--- src/rtl/sysreg_pkg.sv ---
package sysreg_pkg;

  localparam logic [7:0] FUNC_ID_VAL  = 8'h51;
  localparam logic [7:0] OPT_ID_VAL   = 8'hD0;
  localparam logic [7:0] MAGIC_HWRST  = 8'hA5;
  localparam logic [7:0] MAGIC_PWRCYC = 8'h5A;

  localparam int WD_CODE_W = 4;
  localparam int WD_CNT_W  = 16;

  typedef enum logic [4:0] {
    OFF_STAT  = 5'h00,
    OFF_CTRL  = 5'h01,
    OFF_FID   = 5'h02,
    OFF_WDCFG = 5'h03,
    OFF_OID   = 5'h04,
    OFF_SETUP = 5'h05,
    OFF_REV   = 5'h06,
    OFF_BOOT  = 5'h0A,
    OFF_I2C   = 5'h0B,
    OFF_SW    = 5'h0C,
    OFF_PWM   = 5'h0D
  } reg_off_e;

  // Effective timeout code: register code unless zero, then the switch.
  function automatic logic [WD_CODE_W-1:0] wd_code_sel(
    input logic [WD_CODE_W-1:0] cfg_code,
    input logic [WD_CODE_W-1:0] sw_code);
    return (cfg_code != '0) ? cfg_code : sw_code;
  endfunction

  // Terminal tick count for a period of 2^code ticks.
  function automatic logic [WD_CNT_W-1:0] wd_limit(input logic [WD_CODE_W-1:0] code);
    return (WD_CNT_W'(1) << code) - WD_CNT_W'(1);
  endfunction

endpackage

--- src/rtl/sysreg_tick_div.sv ---
module sysreg_tick_div #(
  parameter int TICK_DIV = 1000
) (
  input  logic clk,
  input  logic rst_n,
  output logic tick
);
  localparam int DW = (TICK_DIV > 2) ? $clog2(TICK_DIV) : 1;
  localparam logic [DW-1:0] LAST = DW'(TICK_DIV - 1);

  logic [DW-1:0] div_cnt;

  always_ff @(posedge clk or negedge rst_n) begin
    if (!rst_n)               div_cnt <= '0;
    else if (div_cnt == LAST) div_cnt <= '0;
    else                      div_cnt <= div_cnt + 1'b1;
  end

  assign tick = (div_cnt == LAST);
endmodule

--- src/rtl/sysreg_regs.sv ---
module sysreg_regs
  import sysreg_pkg::*;
#(
  parameter logic       LOCK_RST = 1'b1,
  parameter logic [7:0] REV_ID   = 8'h01
) (
  input  logic       clk,
  input  logic       rst_n,
  input  logic       bus_wr,
  input  logic       bus_rd,
  input  logic [4:0] bus_addr,
  input  logic [7:0] bus_wdata,
  output logic [7:0] bus_rdata,
  input  logic [3:0] cfg_sw,
  input  logic [1:0] boot_mode,
  input  logic       ovr_temp_n,
  input  logic       low_bat_n,
  input  logic       bus_err_n,
  input  logic       pwr_fail_n,
  input  logic       i2c_scl_in,
  input  logic       i2c_sda_in,
  input  logic       flag_n,
  output logic       wden,
  output logic       lock,
  output logic       nmi_mode,
  output logic [3:0] tmo_code,
  output logic       trig_evt,
  output logic       magic_rst,
  output logic       magic_pwr,
  output logic       setup_wr,
  output logic       ready_led,
  output logic       aux_led,
  output logic       stop_out,
  output logic [2:0] pwr_en,
  output logic       i2c_scl_o,
  output logic       i2c_sda_o,
  output logic [7:0] pwm_preset
);
  logic [3:0] ctrl_hi;   // trig-bus, wd trigger, nmi select, stop
  logic [3:0] tout;
  logic [7:0] rd_mux;
  logic       wr_ctrl, wr_oid;

  assign wr_ctrl  = bus_wr && (bus_addr == OFF_CTRL);
  assign wr_oid   = bus_wr && (bus_addr == OFF_OID);
  assign setup_wr = bus_wr && (bus_addr == OFF_SETUP);

  assign trig_evt  = wr_ctrl && (bus_wdata[6] != ctrl_hi[2]);
  assign magic_rst = wr_oid && (bus_wdata == MAGIC_HWRST);
  assign magic_pwr = wr_oid && (bus_wdata == MAGIC_PWRCYC);

  assign nmi_mode = ctrl_hi[1];
  assign stop_out = ctrl_hi[0];
  assign tmo_code = wd_code_sel(tout, cfg_sw);

  always_ff @(posedge clk or negedge rst_n) begin
    if (!rst_n) begin
      ctrl_hi    <= 4'b0000;
      lock       <= LOCK_RST;
      tout       <= '0;
      ready_led  <= 1'b0;
      wden       <= 1'b0;
      aux_led    <= 1'b0;
      pwr_en     <= 3'b111;
      i2c_scl_o  <= 1'b1;
      i2c_sda_o  <= 1'b1;
      pwm_preset <= 8'hFF;
    end else if (bus_wr) begin
      case (bus_addr)
        OFF_CTRL:  ctrl_hi <= bus_wdata[7:4];
        OFF_WDCFG: begin
          lock <= lock | bus_wdata[7];
          tout <= bus_wdata[3:0];
        end
        OFF_SETUP: begin
          ready_led <= bus_wdata[7];
          wden      <= bus_wdata[6] | (lock & wden);
          aux_led   <= bus_wdata[5];
          pwr_en    <= bus_wdata[2:0];
        end
        OFF_I2C: begin
          i2c_scl_o <= bus_wdata[7];
          i2c_sda_o <= bus_wdata[6];
        end
        OFF_PWM:   pwm_preset <= bus_wdata;
        default: ;
      endcase
    end
  end

  always_comb begin
    case (bus_addr)
      OFF_STAT:  rd_mux = {ovr_temp_n, low_bat_n, 1'b1, flag_n, 2'b11, bus_err_n, pwr_fail_n};
      OFF_CTRL:  rd_mux = {ctrl_hi, 4'b0101};
      OFF_FID:   rd_mux = FUNC_ID_VAL;
      OFF_WDCFG: rd_mux = {lock, 3'b000, tout};
      OFF_OID:   rd_mux = OPT_ID_VAL;
      OFF_SETUP: rd_mux = {ready_led, wden, aux_led, 2'b00, pwr_en};
      OFF_REV:   rd_mux = REV_ID;
      OFF_BOOT:  rd_mux = {6'b0, boot_mode};
      OFF_I2C:   rd_mux = {i2c_scl_o, i2c_sda_o, i2c_scl_in, i2c_sda_in, 4'hF};
      OFF_SW:    rd_mux = {4'b0, cfg_sw};
      OFF_PWM:   rd_mux = pwm_preset;
      default:   rd_mux = 8'h00;
    endcase
  end

  always_ff @(posedge clk or negedge rst_n) begin
    if (!rst_n)      bus_rdata <= 8'h00;
    else if (bus_rd) bus_rdata <= rd_mux;
  end
endmodule

--- src/rtl/sysreg_wdt_core.sv ---
module sysreg_wdt_core
  import sysreg_pkg::*;
#(
  parameter int RST_LEN = 16
) (
  input  logic       clk,
  input  logic       rst_n,
  input  logic       por_n,
  input  logic       tick,
  input  logic       wden,
  input  logic       trig_evt,
  input  logic [3:0] tmo_code,
  input  logic       nmi_mode,
  input  logic       magic_rst,
  input  logic       magic_pwr,
  output logic       flag_n,
  output logic       wd_timeout,
  output logic       wd_fire,
  output logic       hw_rst_req,
  output logic       nmi_req,
  output logic       pwr_cycle_req
);
  localparam int PW = $clog2(RST_LEN + 1);
  localparam logic [PW-1:0] PLEN = PW'(RST_LEN);

  logic [WD_CNT_W-1:0] cnt;
  logic                wden_q, start, running, refire, at_limit;
  logic [PW-1:0]       rst_cnt, pwr_cnt;

  assign start    = wden && !wden_q;
  assign running  = wden && flag_n;
  assign at_limit = (cnt == wd_limit(tmo_code));

  assign wd_timeout = running && tick && at_limit && !start && !trig_evt;
  assign refire     = start && !flag_n;
  assign wd_fire    = wd_timeout || refire;

  always_ff @(posedge clk or negedge rst_n) begin
    if (!rst_n) begin
      wden_q <= 1'b0;
      cnt    <= '0;
    end else begin
      wden_q <= wden;
      if (start || trig_evt || !running) cnt <= '0;
      else if (tick)                     cnt <= at_limit ? '0 : cnt + 1'b1;
    end
  end

  // Sticky flag and request pulses live in the power-on domain only.
  always_ff @(posedge clk or negedge por_n) begin
    if (!por_n) begin
      flag_n  <= 1'b1;
      nmi_req <= 1'b0;
      rst_cnt <= '0;
      pwr_cnt <= '0;
    end else begin
      if (magic_rst || magic_pwr) flag_n <= 1'b1;
      else if (wd_timeout)        flag_n <= 1'b0;

      nmi_req <= wd_fire && nmi_mode;

      if ((wd_fire && !nmi_mode) || magic_rst) rst_cnt <= PLEN;
      else if (rst_cnt != '0)                  rst_cnt <= rst_cnt - 1'b1;

      if (magic_pwr)          pwr_cnt <= PLEN;
      else if (pwr_cnt != '0) pwr_cnt <= pwr_cnt - 1'b1;
    end
  end

  assign hw_rst_req    = (rst_cnt != '0);
  assign pwr_cycle_req = (pwr_cnt != '0);
endmodule

--- src/rtl/sysreg_block.sv ---
module sysreg_block
  import sysreg_pkg::*;
#(
  parameter int         TICK_DIV = 1000,
  parameter int         RST_LEN  = 16,
  parameter logic       LOCK_RST = 1'b1,
  parameter logic [7:0] REV_ID   = 8'h01
) (
  input  logic       clk,
  input  logic       por_n,
  input  logic       sys_rst_n,
  input  logic       bus_wr,
  input  logic       bus_rd,
  input  logic [4:0] bus_addr,
  input  logic [7:0] bus_wdata,
  output logic [7:0] bus_rdata,
  input  logic [3:0] cfg_sw,
  input  logic [1:0] boot_mode,
  input  logic       ovr_temp_n,
  input  logic       low_bat_n,
  input  logic       bus_err_n,
  input  logic       pwr_fail_n,
  input  logic       i2c_scl_in,
  input  logic       i2c_sda_in,
  output logic       i2c_scl_o,
  output logic       i2c_sda_o,
  output logic       hw_rst_req,
  output logic       nmi_req,
  output logic       pwr_cycle_req,
  output logic       ready_led,
  output logic       aux_led,
  output logic       stop_out,
  output logic [2:0] pwr_en,
  output logic [7:0] pwm_preset
);
  logic       rst_n;
  logic       tick;
  logic       wden, lock, nmi_mode, trig_evt, magic_rst, magic_pwr, setup_wr;
  logic [3:0] tmo_code;
  logic       flag_n, wd_timeout, wd_fire;

  assign rst_n = por_n & sys_rst_n;

  sysreg_tick_div #(.TICK_DIV(TICK_DIV)) u_tick (
    .clk(clk), .rst_n(rst_n), .tick(tick)
  );

  sysreg_regs #(.LOCK_RST(LOCK_RST), .REV_ID(REV_ID)) u_regs (
    .clk(clk), .rst_n(rst_n),
    .bus_wr(bus_wr), .bus_rd(bus_rd), .bus_addr(bus_addr),
    .bus_wdata(bus_wdata), .bus_rdata(bus_rdata),
    .cfg_sw(cfg_sw), .boot_mode(boot_mode),
    .ovr_temp_n(ovr_temp_n), .low_bat_n(low_bat_n),
    .bus_err_n(bus_err_n), .pwr_fail_n(pwr_fail_n),
    .i2c_scl_in(i2c_scl_in), .i2c_sda_in(i2c_sda_in),
    .flag_n(flag_n),
    .wden(wden), .lock(lock), .nmi_mode(nmi_mode), .tmo_code(tmo_code),
    .trig_evt(trig_evt), .magic_rst(magic_rst), .magic_pwr(magic_pwr),
    .setup_wr(setup_wr),
    .ready_led(ready_led), .aux_led(aux_led), .stop_out(stop_out),
    .pwr_en(pwr_en), .i2c_scl_o(i2c_scl_o), .i2c_sda_o(i2c_sda_o),
    .pwm_preset(pwm_preset)
  );

  sysreg_wdt_core #(.RST_LEN(RST_LEN)) u_wdt (
    .clk(clk), .rst_n(rst_n), .por_n(por_n), .tick(tick),
    .wden(wden), .trig_evt(trig_evt), .tmo_code(tmo_code),
    .nmi_mode(nmi_mode), .magic_rst(magic_rst), .magic_pwr(magic_pwr),
    .flag_n(flag_n), .wd_timeout(wd_timeout), .wd_fire(wd_fire),
    .hw_rst_req(hw_rst_req), .nmi_req(nmi_req),
    .pwr_cycle_req(pwr_cycle_req)
  );
endmodule

--- config.mk ---
export PLATFORM = sky130hd
export DESIGN_NAME = sysreg_block
export DESIGN_NICKNAME = d
export VERILOG_FILES = /design/src/rtl/sysreg_pkg.sv /design/src/rtl/sysreg_tick_div.sv /design/src/rtl/sysreg_regs.sv /design/src/rtl/sysreg_wdt_core.sv /design/src/rtl/sysreg_block.sv
export SDC_FILE = /design/constraint.sdc
export NUM_CORES = 1
export LEC_CHECK = 0
export BUFFER_PORTS_ARGS = -buffer_cell sky130_fd_sc_hd__buf_2
export CAP_MARGIN = 5
export CORE_ASPECT_RATIO = 1.75
export CORE_MARGIN = 3
export CORE_UTILIZATION = 59
export CTS_CLUSTER_DIAMETER = 120
export DETAILED_ROUTE_END_ITERATION = 16
export GPL_TIMING_DRIVEN = 0
export PLACE_DENSITY = 0.81
export SYNTH_ARGS = -nofsm -noshare
export SYNTH_HDL_FRONTEND = slang
export SYNTH_SLANG_ARGS = --single-unit
--- constraint.sdc ---
create_clock -name clk -period 3.7 [get_ports clk]
set_clock_uncertainty 0.05 [all_clocks]
set_input_delay 0 -clock clk [delete_from_list [all_inputs] [get_ports clk]]
set_output_delay 0 -clock clk [all_outputs]
set_load 0.1 [all_outputs]
==> impl_metrics.tcl <==
set metrics [dict create \
    finalNetCount 613 \
    tightest_slew_ns 1.10 \
    placement.io_buffers 52 \
    cp-end-kind "flop" \
    grt_overflow 0 \
    path_clk_slew_ns 0.06 \
    drc 0 \
    power_frac_clock_pct 31.8 \
    worst_path_max_delay_cell "or3_4" \
    comb_power_share_pct 36.0 \
    outcome "completed" \
    final_common_cell "dfrtp_1" \
    tns_ns 0 \
    yosysWarnings 0 \
    finalSetupViolCount 0 \
    num_vias 4219 \
    clockBufferDepth 2 \
    die_w_um 72.0 \
    max_freq_ghz 0.279 \
    start_util_pct 61.4 \
    initialDrtViolationCount 164 \
    final_hold_viol_count 0 \
    placed_area_mm2 0.00487 \
    timing.slew.headroom_pct 25.3 \
    grt_max_degree 61 \
    internal_power_mw 1.96 \
    startpoint_type "flop" \
    critPathKind "reg -> reg" \
    slew_viol_final 0 \
    yosysTopAreaCell "dfrtp_1" \
    cp.arrival_ns 3.69 \
    antenna_found_initial 0 \
    ir_drop_mv 0.423 \
    fp.dieH_um 122 \
    track_usage_pct 29.8 \
    period_needed_ns 3.58 \
    final_core_util_pct 74.3 \
    p_switching_mw 1.23 \
    leakage_nw 2.42 \
    drv_cap 0 \
    p_seq_share_pct 32.2 \
    core_area_mm2 0.00734 \
    hold_path_class "in -> reg" \
    ys.flop_type "dfrtp_1" \
    syn_nets 533 \
    p_per_area_mw_per_mm2 586 \
    synthArstFlopShare_pct 100 \
    drtAntennaViolNets 0 \
    area_growth_pct 21.1 \
    cts_root_buf "clkbuf_16" \
    cts_buffers 9 \
    first_pass_iters 7 \
    worstPathCellList "buf_6 > or2_2 > a21oi_2 > nand3b_1 > ha_1 > or3_4 > nor4_4 > o31ai_2 > a2111oi_4 > nand4_1 > o21ai_2 > a2111oi_0" \
    grt_pass1_wl_mm 20.1 \
    wirelength_mm 12.4 \
    max_stage_delay_ns 0.43 \
    wire_per_inst_um 18.6 \
    synth-seq-cells 72 \
    stdcell_area_mm2 0.00545 \
    finalCritPeriodShare_pct 96.7 \
    drive_gt1_share_pct 23.9 \
    vias_per_cell 6.33 \
    syn_area_mm2 0.00450 \
    synth_area_leaders "dfrtp_1 (32%), dfstp_2 (8.8%), mux2_2 (5.3%)" \
    avgSynthCellArea_um2 9.08 \
    antenna_cells 0 \
    pin_count 57 \
    insertion_delay_ns 0.34 \
    cts_tree "yes" \
    rows 41 \
    dpl.hpwl_mm 8.78 \
    ys_types 65 \
    dieArea_mm2 0.00876 \
    switching_share_pct 38.5 \
    synth_cells 496 \
    crit_required_ns 3.82 \
    clock-sinks 72 \
    fill_cells 551 \
    htreeDepth 3 \
    crit_path_max_fanout 8 \
    place.gp.congestion 0.994 \
    finalPower_mw 3.19 \
    grt_pass1_vias 4304 \
    synth_seq_area_share_pct 40.4 \
    final_cell_mix "dfrtp_1 (57), buf_2 (54), nand2_1 (48)" \
    synth_top_area_share_pct 31.7 \
    synth_enable_flop_cells 0 \
]
[worst paths after layout]
kind	end	cells past startpoint	slack [ns]	startpoint
worst max-delay path	u_wdt.rst_cnt[2]	12	0.12	u_regs.tout[1]
worst min-delay path	u_regs.bus_rdata[6]	5	0.02	low_bat_n
worst max register to register	u_wdt.rst_cnt[2]	12	0.12	u_regs.tout[1]
worst min register to register	u_tick.div_cnt[0]	1	0.44	u_tick.div_cnt[0]
max in group asynchronous	u_regs.bus_rdata[3]	3	2.40	por_n
min in group asynchronous	u_wdt.rst_cnt[0]	2	0.05	por_n
[sequential cells by signal, summed over array words and instances, names as in the netlist]
name,cells
u_wdt.cnt,16
u_tick.div_cnt,10
u_regs.bus_rdata,8
u_regs.pwm_preset,8
u_wdt.pwr_cnt,5
u_wdt.rst_cnt,5
u_regs.ctrl_hi,4
u_regs.tout,4
u_regs.pwr_en,3
u_regs.aux_led,1
u_regs.i2c_scl_o,1
u_regs.i2c_sda_o,1
u_regs.lock,1
u_regs.ready_led,1
u_regs.wden,1
u_wdt.flag_n,1
u_wdt.nmi_req,1
u_wdt.wden_q,1
[metrics by stage]
| stage | cells | setup WS [ns] | hold WS, ns |
|---|---|---|---|
| after floorplan | 496 | 0.355 | -0.346 |
| after global placement | 634 | -0.0695 | -0.165 |
| after detailed placement | 634 | -0.124 | -0.157 |
| after CTS | 664 | 0.00845 | 0.00587 |
| after global routing | 667 | -0.0228 | 0.0437 |
| final | 667 | 0.122 | 0.0192 |
[metal layers]
layer / vias up / routed length, um / global-route usage [%]
met3: 51 / 507 / 5.62
met1: 2028 / 4480 / 30.0
met2: 148 / 6750 / 54.7
met5: - / 0 / 0
met4: 0 / 684 / 18.5
li1: 1992 / - / -
[synth_stat cells, types with 13 or more instances]
library cell  count
inv_1            25
nor2_1           29
dfrtp_1          57
nand2_1          48
mux2_2           21
nor3_1           18
dfstp_2          15
clkbuf_1         22
a211oi_1         13
a21oi_1          23
o21ai_0          24
nand3_1          19
[worst max-delay path, delay by kind of cell, from the launching register on]
kind	cells	cell delay, ns
flip-flops	1	0.37
buffers and inverters	1	0.14
AO/OA/AOI/OAI	5	1.18
AND/OR/NAND/NOR	5	1.42
adder cells (fa/ha/maj)	1	0.25
[power by group through the flow]
| stage | Combinational (mW) | Sequential, mW | Clock [mW] |
|---|---|---|---|
| after detailed placement | 1.08 | 1.04 | 0 |
| final | 1.15 | 1.03 | 1.02 |
| after CTS | 1.12 | 1.02 | 1.03 |
| after floorplan | 0.591 | 1.30 | 0 |
| after global routing | 1.23 | 1.04 | 1.06 |
| after global placement | 1.05 | 1.03 | 0 |
[area by class of cell]
cell class                 instances  area, um^2  share of cell area (%)
tap                               86         108                    1.97
timing repair buffer              70         430                    7.90
multi-input combinational        371        2530                    46.5
buffer                            27         116                    2.13
inverter                          25        93.8                    1.72
clock inverter                     7         124                    2.27
clock buffer                       9         225                    4.13
sequential                        72        1820                    33.4
[timing repair]
action / 4_1_cts / 5_1_grt
hold buffers: 14 / 0
endpoints found under the hold margin: 86 / 0
resized for setup: 6 / 7
setup buffers: 0 / 4
endpoints found under the setup margin: 20 / 22
pin swaps: 0 / 6
gates cloned: 0 / 0
[cells by family after synthesis]
| kind of cell | count (synthesis) | synth area share [%] |
|---|---|---|
| adder cells (fa/ha/maj) | 7 | 1.94 |
| AND/OR/NAND/NOR | 191 | 23.1 |
| XOR/XNOR | 20 | 3.89 |
| buffers and inverters | 53 | 4.72 |
| flip-flops | 72 | 40.4 |
| multiplexers | 23 | 5.70 |
| AO/OA/AOI/OAI | 130 | 20.2 |
Note: power is estimated with default switching activity, not from simulation.
